`config.mk`:
```
export PLATFORM = sky130hd
export DESIGN_NAME = bbp_pattern_gen
export DESIGN_NICKNAME = d
export VERILOG_FILES = /design/src/rtl/bbp_pkg.sv /design/src/rtl/bbp_mode_watch.sv /design/src/rtl/bbp_seq_engine.sv /design/src/rtl/bbp_out_reg.sv /design/src/rtl/bbp_pattern_gen.sv
export SDC_FILE = /design/constraint.sdc
export NUM_CORES = 1
export LEC_CHECK = 0
export ABC_CLOCK_PERIOD_IN_PS = 2050
export BUFFER_PORTS_ARGS = -buffer_cell sky130_fd_sc_hd__buf_4
export CORE_AREA = 2 2 39 41
export CTS_BUF_LIST = sky130_fd_sc_hd__clkbuf_16
export DETAILED_ROUTE_END_ITERATION = 6
export DIE_AREA = 0 0 41 43
export MAX_ROUTING_LAYER = met4
export PLACE_DENSITY_LB_ADDON = 0.25
export SETUP_SLACK_MARGIN = 0.4
export SYNTH_ARGS = -nofsm -noshare
export SYNTH_HDL_FRONTEND = slang
export SYNTH_SLANG_ARGS = --single-unit
export TNS_END_PERCENT = 1
```
`constraint.sdc`:
```
create_clock -name clk -period 2.05 [get_ports clk]
set_input_delay 0.615 -clock clk [delete_from_list [all_inputs] [get_ports clk]]
set_output_delay 0.615 -clock clk [all_outputs]
set_load 0.01 [all_outputs]
```
`src/rtl/bbp_pkg.sv`:
```
package bbp_pkg;

    localparam int MODE_W  = 3;
    localparam int STATE_W = 4;
    localparam int SHORT_W = 3;

    typedef enum logic [MODE_W-1:0] {
        PM_ZERO = 3'd0,
        PM_ONE  = 3'd1,
        PM_ALT  = 3'd2,
        PM_M7   = 3'd3,
        PM_M15  = 3'd4
    } pat_mode_e;

    typedef logic [STATE_W-1:0] pat_state_t;

    localparam pat_state_t SEED_SHIFT = pat_state_t'(1);
    localparam pat_state_t SEED_PLAIN = '0;

    typedef struct packed {
        logic bit_val;
        logic frame;
    } emit_t;

    typedef struct packed {
        logic ser;
        logic vld;
        logic frame;
    } out_t;

    function automatic logic is_shift_mode(input logic [MODE_W-1:0] m);
        return (m == PM_M7) || (m == PM_M15);
    endfunction

    function automatic pat_state_t seed_of(input logic [MODE_W-1:0] m);
        return is_shift_mode(m) ? SEED_SHIFT : SEED_PLAIN;
    endfunction

    function automatic pat_state_t advance(input logic [MODE_W-1:0] m,
                                           input pat_state_t s);
        pat_state_t n;
        n = s;
        case (m)
            PM_ALT:  n = {{(STATE_W-1){1'b0}}, ~s[0]};
            PM_M7:   n = {1'b0, s[SHORT_W-2:0], s[SHORT_W-1] ^ s[SHORT_W-2]};
            PM_M15:  n = {s[STATE_W-2:0], s[STATE_W-1] ^ s[STATE_W-2]};
            default: n = s;
        endcase
        return n;
    endfunction

    function automatic logic bit_of(input logic [MODE_W-1:0] m,
                                    input pat_state_t s);
        logic b;
        case (m)
            PM_ONE:  b = 1'b1;
            PM_ALT:  b = s[0];
            PM_M7:   b = s[SHORT_W-1];
            PM_M15:  b = s[STATE_W-1];
            default: b = 1'b0;
        endcase
        return b;
    endfunction

endpackage

```
`src/rtl/bbp_mode_watch.sv`:
```
module bbp_mode_watch
    import bbp_pkg::*;
(
    input  logic              clk,
    input  logic              rst,
    input  logic [MODE_W-1:0] mode,
    output logic              restart
);
    logic [MODE_W-1:0] mode_last;
    logic              after_rst;

    always_ff @(posedge clk) begin
        if (rst) begin
            mode_last <= '0;
            after_rst <= 1'b1;
        end else begin
            mode_last <= mode;
            after_rst <= 1'b0;
        end
    end

    assign restart = after_rst || (mode != mode_last);
endmodule

```
`src/rtl/bbp_seq_engine.sv`:
```
module bbp_seq_engine
    import bbp_pkg::*;
(
    input  logic              clk,
    input  logic              rst,
    input  logic [MODE_W-1:0] mode,
    input  logic              restart,
    input  logic              bit_en,
    output pat_state_t        state_q,
    output emit_t             emit
);
    pat_state_t seed;
    pat_state_t cur;
    logic       stuck;

    assign seed  = seed_of(mode);
    assign stuck = is_shift_mode(mode) && (state_q == '0);
    assign cur   = (restart || stuck) ? seed : state_q;

    always_comb begin
        emit.bit_val = bit_of(mode, cur);
        emit.frame   = (cur == seed);
    end

    always_ff @(posedge clk) begin
        if (rst)
            state_q <= SEED_SHIFT;
        else if (bit_en)
            state_q <= advance(mode, cur);
        else
            state_q <= cur;
    end
endmodule

```
`src/rtl/bbp_out_reg.sv`:
```
module bbp_out_reg
    import bbp_pkg::*;
(
    input  logic  clk,
    input  logic  rst,
    input  logic  bit_en,
    input  emit_t emit,
    output out_t  out_q
);
    always_ff @(posedge clk) begin
        if (rst) begin
            out_q <= '0;
        end else begin
            out_q.vld   <= bit_en;
            out_q.frame <= bit_en && emit.frame;
            if (bit_en)
                out_q.ser <= emit.bit_val;
        end
    end
endmodule

```
`src/rtl/bbp_pattern_gen.sv`:
```
module bbp_pattern_gen
    import bbp_pkg::*;
(
    input  logic       clk,
    input  logic       rst,
    input  logic       bit_en,
    input  logic [2:0] mode,
    output logic       ser_bit,
    output logic       bit_vld,
    output logic       frame_start
);
    logic       restart;
    pat_state_t eng_state;
    emit_t      emit;
    out_t       out_q;

    bbp_mode_watch u_watch (
        .clk     (clk),
        .rst     (rst),
        .mode    (mode),
        .restart (restart)
    );

    bbp_seq_engine u_engine (
        .clk     (clk),
        .rst     (rst),
        .mode    (mode),
        .restart (restart),
        .bit_en  (bit_en),
        .state_q (eng_state),
        .emit    (emit)
    );

    bbp_out_reg u_out (
        .clk    (clk),
        .rst    (rst),
        .bit_en (bit_en),
        .emit   (emit),
        .out_q  (out_q)
    );

    assign ser_bit     = out_q.ser;
    assign bit_vld     = out_q.vld;
    assign frame_start = out_q.frame;
endmodule

```
==> results.json, run 1 <==
{
  "status": "finished, final reports clean",
  "crit_slowest_cell": "or3_1",
  "area_growth_pct": 44.3,
  "start_util": 0.414,
  "grt_pass1_wl_microns": 1920,
  "start_kind": "primary input",
  "std_cell_rows": 14,
  "ys_warn_count": 0,
  "placedCellCount": 88,
  "drive_gt1_frac": 0.342,
  "end_kind": "register",
  "core-area_sq_um": 1380,
  "die_w_microns": 41,
  "p_leak_nw": 0.324,
  "syn_nets": 70,
  "cts_max_path_buffers": 2,
  "grt-ovfl-total": 0,
  "crit_buf_inv": 1,
  "gp_congestion": 0.837,
  "utilization": 0.598,
  "synth_largest_area_cell": "dfxtp_1",
  "synthCells": 64,
  "drt_iter0_drc": 8,
  "hold_viol": 0,
  "layout.cells.non_filler": 95,
  "cp_data_required_time_ns": 2.21,
  "ioPinCount": 9,
  "hp-class": "register to register",
  "ys_seq_elements": 11,
  "total_power_mw": 0.681,
  "tightest_slew_ns": 0.351,
  "synthDistinctLibCells": 30,
  "cp_num_cells": 6,
  "die_area_sq_um": 1760,
  "diodes": 0,
  "crit_path_max_fanout": 4,
  "stdcell_area_sq_um": 827,
  "min_period_ns": 1.62,
  "synth_enable_flop_cells": 0,
  "yosysMostFrequentCell": "dfxtp_1",
  "vias_per_cell": 5.34,
  "fin_tns_setup_ns": 0,
  "cts_hold_buf": 0,
  "drc": 0,
  "die_y_microns": 43,
  "vias": 507,
  "drv_cap": 0,
  "insertion_delay_ns": 0.24,
  "fmax_mhz": 618,
  "synth_commonest_cells": "dfxtp_1, nor2_1, a21oi_1, nor2b_1",
  "slew_headroom": 0.766,
  "clock-sinks": 11,
  "finalNetCount": 86,
  "portBuffers": 8,
  "skew_ns": 0.00403,
  "grt_usage": 0.170,
  "yosys.area.top_type_share": 0.384,
  "wl_per_cell_microns": 13.0,
  "synth_area_per_cell_sq_um": 8.95,
  "path_class": "primary input to register",
  "htreeDepth": 1,
  "drt_wl_total_microns": 1240,
  "clkTransAtPathRegs_ns": 0.04,
  "drt_pass1_iterations": 4,
  "critPathArrivalTime_ns": 1.78,
  "irDropWorstVdd_mv": 0.675,
  "placed_area_sq_um": 673,
  "path_cells": "buf_12 > xor2_4 > nor4_4 > a21oi_2 > or3_1 > o2111ai_2",
  "whs_ns": 0.526,
  "fin_crit_sh": 0.790,
  "cts_buffers": 3,
  "cts_root_buffer": "clkbuf_16",
  "reg2reg_depth": 5,
  "yosysSeqAreaShare": 0.384,
  "grt_max_degree": 10,
  "postSynth.asyncResetShare": 0,
  "drv_slew": 0,
  "setup_violations": 0,
  "synth_area_sq_um": 573,
  "rsz0062_at_grt": "true",
  "slowest_delay_ns": 0.37,
  "worst_slack_ns": 0.431,
  "crit_family": "simple AND/OR/NAND/NOR gates",
  "ant_nets": 0,
  "ys.flop_type": "dfxtp_1",
  "cts_tree": "yes",
  "antenna_found_initial": 0,
  "power_density_nw_per_um2": 823,
  "preCtsSetupSlack_ns": 0.164,
  "hold_depth": 2,
  "ys_top_cells_by_area": "dfxtp_1, nor2_1, xor2_1, nor2b_1, nor4_4",
  "dp_hpwl_microns": 848,
  "grt_pass1_vias": 417
}
==> cell usage in the layout, fill, tap and decap left out, drive strengths merged, types with 2 or more instances in the layout <==
master	netlist	routed
o21ai	4	4
a22oi	2	2
a32o	2	2
a21oi	5	5
inv	3	4
nand2	2	2
clkbuf	1	3
dfxtp	11	11
and2	2	2
nor2	9	9
nor2b	4	4
buf	2	14
xor2	3	3
==> report_power, final <==
| group | internal (mW) | leakage [nW] | switching (mW) |
|---|---|---|---|
| Combinational | 0.0471 | 0.191 | 0.0451 |
| Clock | 0.256 | 0.0423 | 0.0986 |
| Sequential | 0.225 | 0.0910 | 0.00851 |
| Total | 0.528 | 0.324 | 0.152 |
==> kinds of logic after synthesis <==
logic type / Yosys count / share of synthesized area
AOI/OAI and AO/OA: 19 / 0.242
xor gates and xnor gates: 4 / 0.0611
buffers and inverters: 6 / 0.0546
DFF: 11 / 0.384
muxes: 1 / 0.0175
and+or+nand+nor: 23 / 0.240
==> worst min-delay path, stage by stage, from the launching register on <==
cell and delay [ns]:
dfxtp_1 0.34, nand3_1 0.08, a21oi_1 0.06
==> sequential cells by signal, indices dropped and copies added (netlist names) <==
signal,flops
u_engine.state_q,4
u_out.out_q,3
u_watch.mode_last,3
u_watch.after_rst,1
==> layout make-up <==
cell class	instances	area [sq um]
fill	127	557
timing repair buffer	14	121
tap	16	20.0
multi-input combinational	47	375
clock buffer	3	75.1
clock inverter	1	3.75
sequential	11	220
inverter	3	11.3
==> timing repair <==
| item | CTS | global route |
|---|---|---|
| gates resized for setup | 0 | 10 |
| endpoints found under the setup margin | 0 | 5 |
| endpoints found under the hold margin | 0 | 0 |
| setup buffers | 0 | 3 |
==> final timing paths <==
kind / from / to / slack (ns)
worst max register to register: u_watch.mode_last[0] / u_engine.state_q[0] / 0.52
worst max-delay path: mode[0] / u_engine.state_q[0] / 0.43
worst min register to register: u_engine.state_q[1] / u_engine.state_q[1] / 0.53
worst min-delay path: u_engine.state_q[1] / u_engine.state_q[1] / 0.53
==> per-layer routing <==
| layer | vias up | global-route usage | wire (microns) |
|---|---|---|---|
| met1 | 233 | 0.243 | 570 |
| met2 | 15 | 0.216 | 594 |
| met3 | 2 | 0.0471 | 49 |
| li1 | 257 | - | - |
| met4 | 0 | 0.0800 | 24 |
| met5 | - | - | 0 |
(Power assumes the default switching activity.)
==> inputs of run 2 (changes only) <==
--- a/config.mk
+++ b/config.mk
@@ -5,7 +5,7 @@
 export SDC_FILE = /design/constraint.sdc
 export NUM_CORES = 1
 export LEC_CHECK = 0
-export ABC_CLOCK_PERIOD_IN_PS = 2050
+export ABC_CLOCK_PERIOD_IN_PS = 1500
 export BUFFER_PORTS_ARGS = -buffer_cell sky130_fd_sc_hd__buf_4
 export CORE_AREA = 2 2 39 41
 export CTS_BUF_LIST = sky130_fd_sc_hd__clkbuf_16
==> constraint.sdc (replaced) <==
create_clock -name clk -period 1.5 [get_ports clk]
set_input_delay 0.45 -clock clk [delete_from_list [all_inputs] [get_ports clk]]
set_output_delay 0.45 -clock clk [all_outputs]
set_load 0.01 [all_outputs]
==> results.json, run 2 (synthesized netlist as in run 1, its figures left out) <==
{
  "end_kind": "register",
  "power_density_nw_per_um2": 1060,
  "ant_nets": 0,
  "fin_crit_sh": 0.976,
  "diodes": 0,
  "die_area_sq_um": 1760,
  "path_class": "primary input to register",
  "drt_wl_total_microns": 1490,
  "tightest_slew_ns": 0.322,
  "slowest_delay_ns": 0.23,
  "setup_violations": 0,
  "largest_register_ffs": 4,
  "cts_buffers": 3,
  "drc": 0,
  "vias_per_cell": 5.39,
  "placedCellCount": 98,
  "final_cell_mix": "buf_4, nor2_1, dfxtp_1",
  "htreeDepth": 1,
  "drive_gt1_frac": 0.488,
  "grt_max_degree": 10,
  "crit_family": "simple AND/OR/NAND/NOR gates",
  "hp-class": "primary input to register",
  "skew_ns": 0.00129,
  "cp_data_required_time_ns": 1.66,
  "irDropWorstVdd_mv": 0.701,
  "portBuffers": 8,
  "clock-sinks": 11,
  "start_util": 0.414,
  "drv_cap": 0,
  "clkTransAtPathRegs_ns": 0.04,
  "hold_viol": 0,
  "reg_top3": "u_engine.state_q: 4 flops, u_out.out_q: 3 flops, u_watch.mode_last: 3 flops",
  "crit_slowest_cell": "nor3b_4",
  "gp_congestion": 0.816,
  "rsz0062_at_grt": "true",
  "min_period_ns": 1.46,
  "critPathArrivalTime_ns": 1.62,
  "wl_per_cell_microns": 14.6,
  "crit_buf_inv": 2,
  "drv_slew": 0,
  "path_cells": "buf_4 > nor3b_4 > buf_4 > mux2i_2 > xnor2_1 > nand4_1 > o2111ai_2",
  "cts_root_buffer": "clkbuf_16",
  "drt_pass1_iterations": 4,
  "cts_tree": "yes",
  "cp_common_cell": "buf_4",
  "die_w_microns": 41,
  "post-cts-setup-buffers": 0,
  "preCtsSetupSlack_ns": -0.184,
  "drt_iter0_drc": 24,
  "antenna_found_initial": 0,
  "die_y_microns": 43,
  "ioPinCount": 9,
  "layout.cells.non_filler": 102,
  "slew_headroom": 0.784,
  "grt_pass1_vias": 519,
  "std_cell_rows": 14,
  "area_growth_pct": 54.6,
  "vias": 550,
  "cts_max_path_buffers": 2,
  "grt_pass1_wl_microns": 2300,
  "insertion_delay_ns": 0.24,
  "worst_slack_ns": 0.0360,
  "grt_usage": 0.203,
  "status": "finished, final reports clean",
  "dp_hpwl_microns": 985,
  "layout_commonest_cell": "buf_4",
  "fmax_mhz": 683,
  "regMostFlops": "u_engine.state_q",
  "start_kind": "primary input",
  "crit_path_max_fanout": 4,
  "p_leak_nw": 0.360,
  "grt-ovfl-total": 0,
  "core-area_sq_um": 1380,
  "finalNetCount": 93,
  "fin_tns_setup_ns": 0
}
## run 2: changes by cell type in the layout (fill, tap and decap cells not counted), sizes merged
cell and delta:
buf +7
## run 2: path summary, 6_finish.rpt
kind,startpoint,to,slack (ns),cells past startpoint
max,mode[0],u_engine.state_q[0],0.04,7
min,rst,u_watch.after_rst,0.42,1
max reg2reg,u_watch.mode_last[0],u_engine.state_q[0],0.05,5
min reg2reg,u_out.out_q[2],u_out.out_q[2],0.54,2
## run 2: worst register-to-register path: stages, from the launching register on
cell	delay, ns
dfxtp_2	0.32
xor2_2	0.18
nor4_4	0.36
a21oi_4	0.11
or3_4	0.34
o2111ai_2	0.07
## run 2: where the power goes
| part | internal, mW | switching [mW] | total, mW |
|---|---|---|---|
| Sequential | 0.309 | 0.00877 | 0.318 |
| Combinational | 0.0725 | 0.0729 | 0.145 |
| Clock | 0.349 | 0.124 | 0.473 |
## run 2: cell type report
class                           instances  area (sq um)
Tap cell                               16          20.0
Sequential cell                        11           225
Fill cell                             123           498
Clock inverter                          1          3.75
Clock buffer                            3          75.1
Inverter                                3          11.3
Timing Repair Buffer                   21           169
Multi-Input combinational cell         47           382
## run 2: layer usage
layer / global-route usage / vias to the layer above / routed length [microns]
met5: - / - / 0
met4: 0.120 / 0 / 0
met3: 0.0471 / 0 / 71
met2: 0.272 / 22 / 755
met1: 0.269 / 257 / 661
li1: - / 271 / -
## run 2: repair_timing
action,CTS,global route
resized for setup,7,10
endpoints found under the hold margin,0,0
hold buffers,0,0
pin swaps,4,3
endpoints found under the setup margin,9,9
## run 2: metrics by stage
step / power [mW] / utilization / instance area [sq um] / hold WS, ns
floorplan: 0.392 / - / 597 / 0.475
global placement: 0.443 / 0.541 / 748 / 0.520
detailed placement: 0.445 / 0.541 / 748 / 0.529
CTS: 0.934 / 0.615 / 851 / 0.408
global route: 0.970 / 0.640 / 886 / 0.413
finish: 0.936 / 0.640 / 886 / 0.416
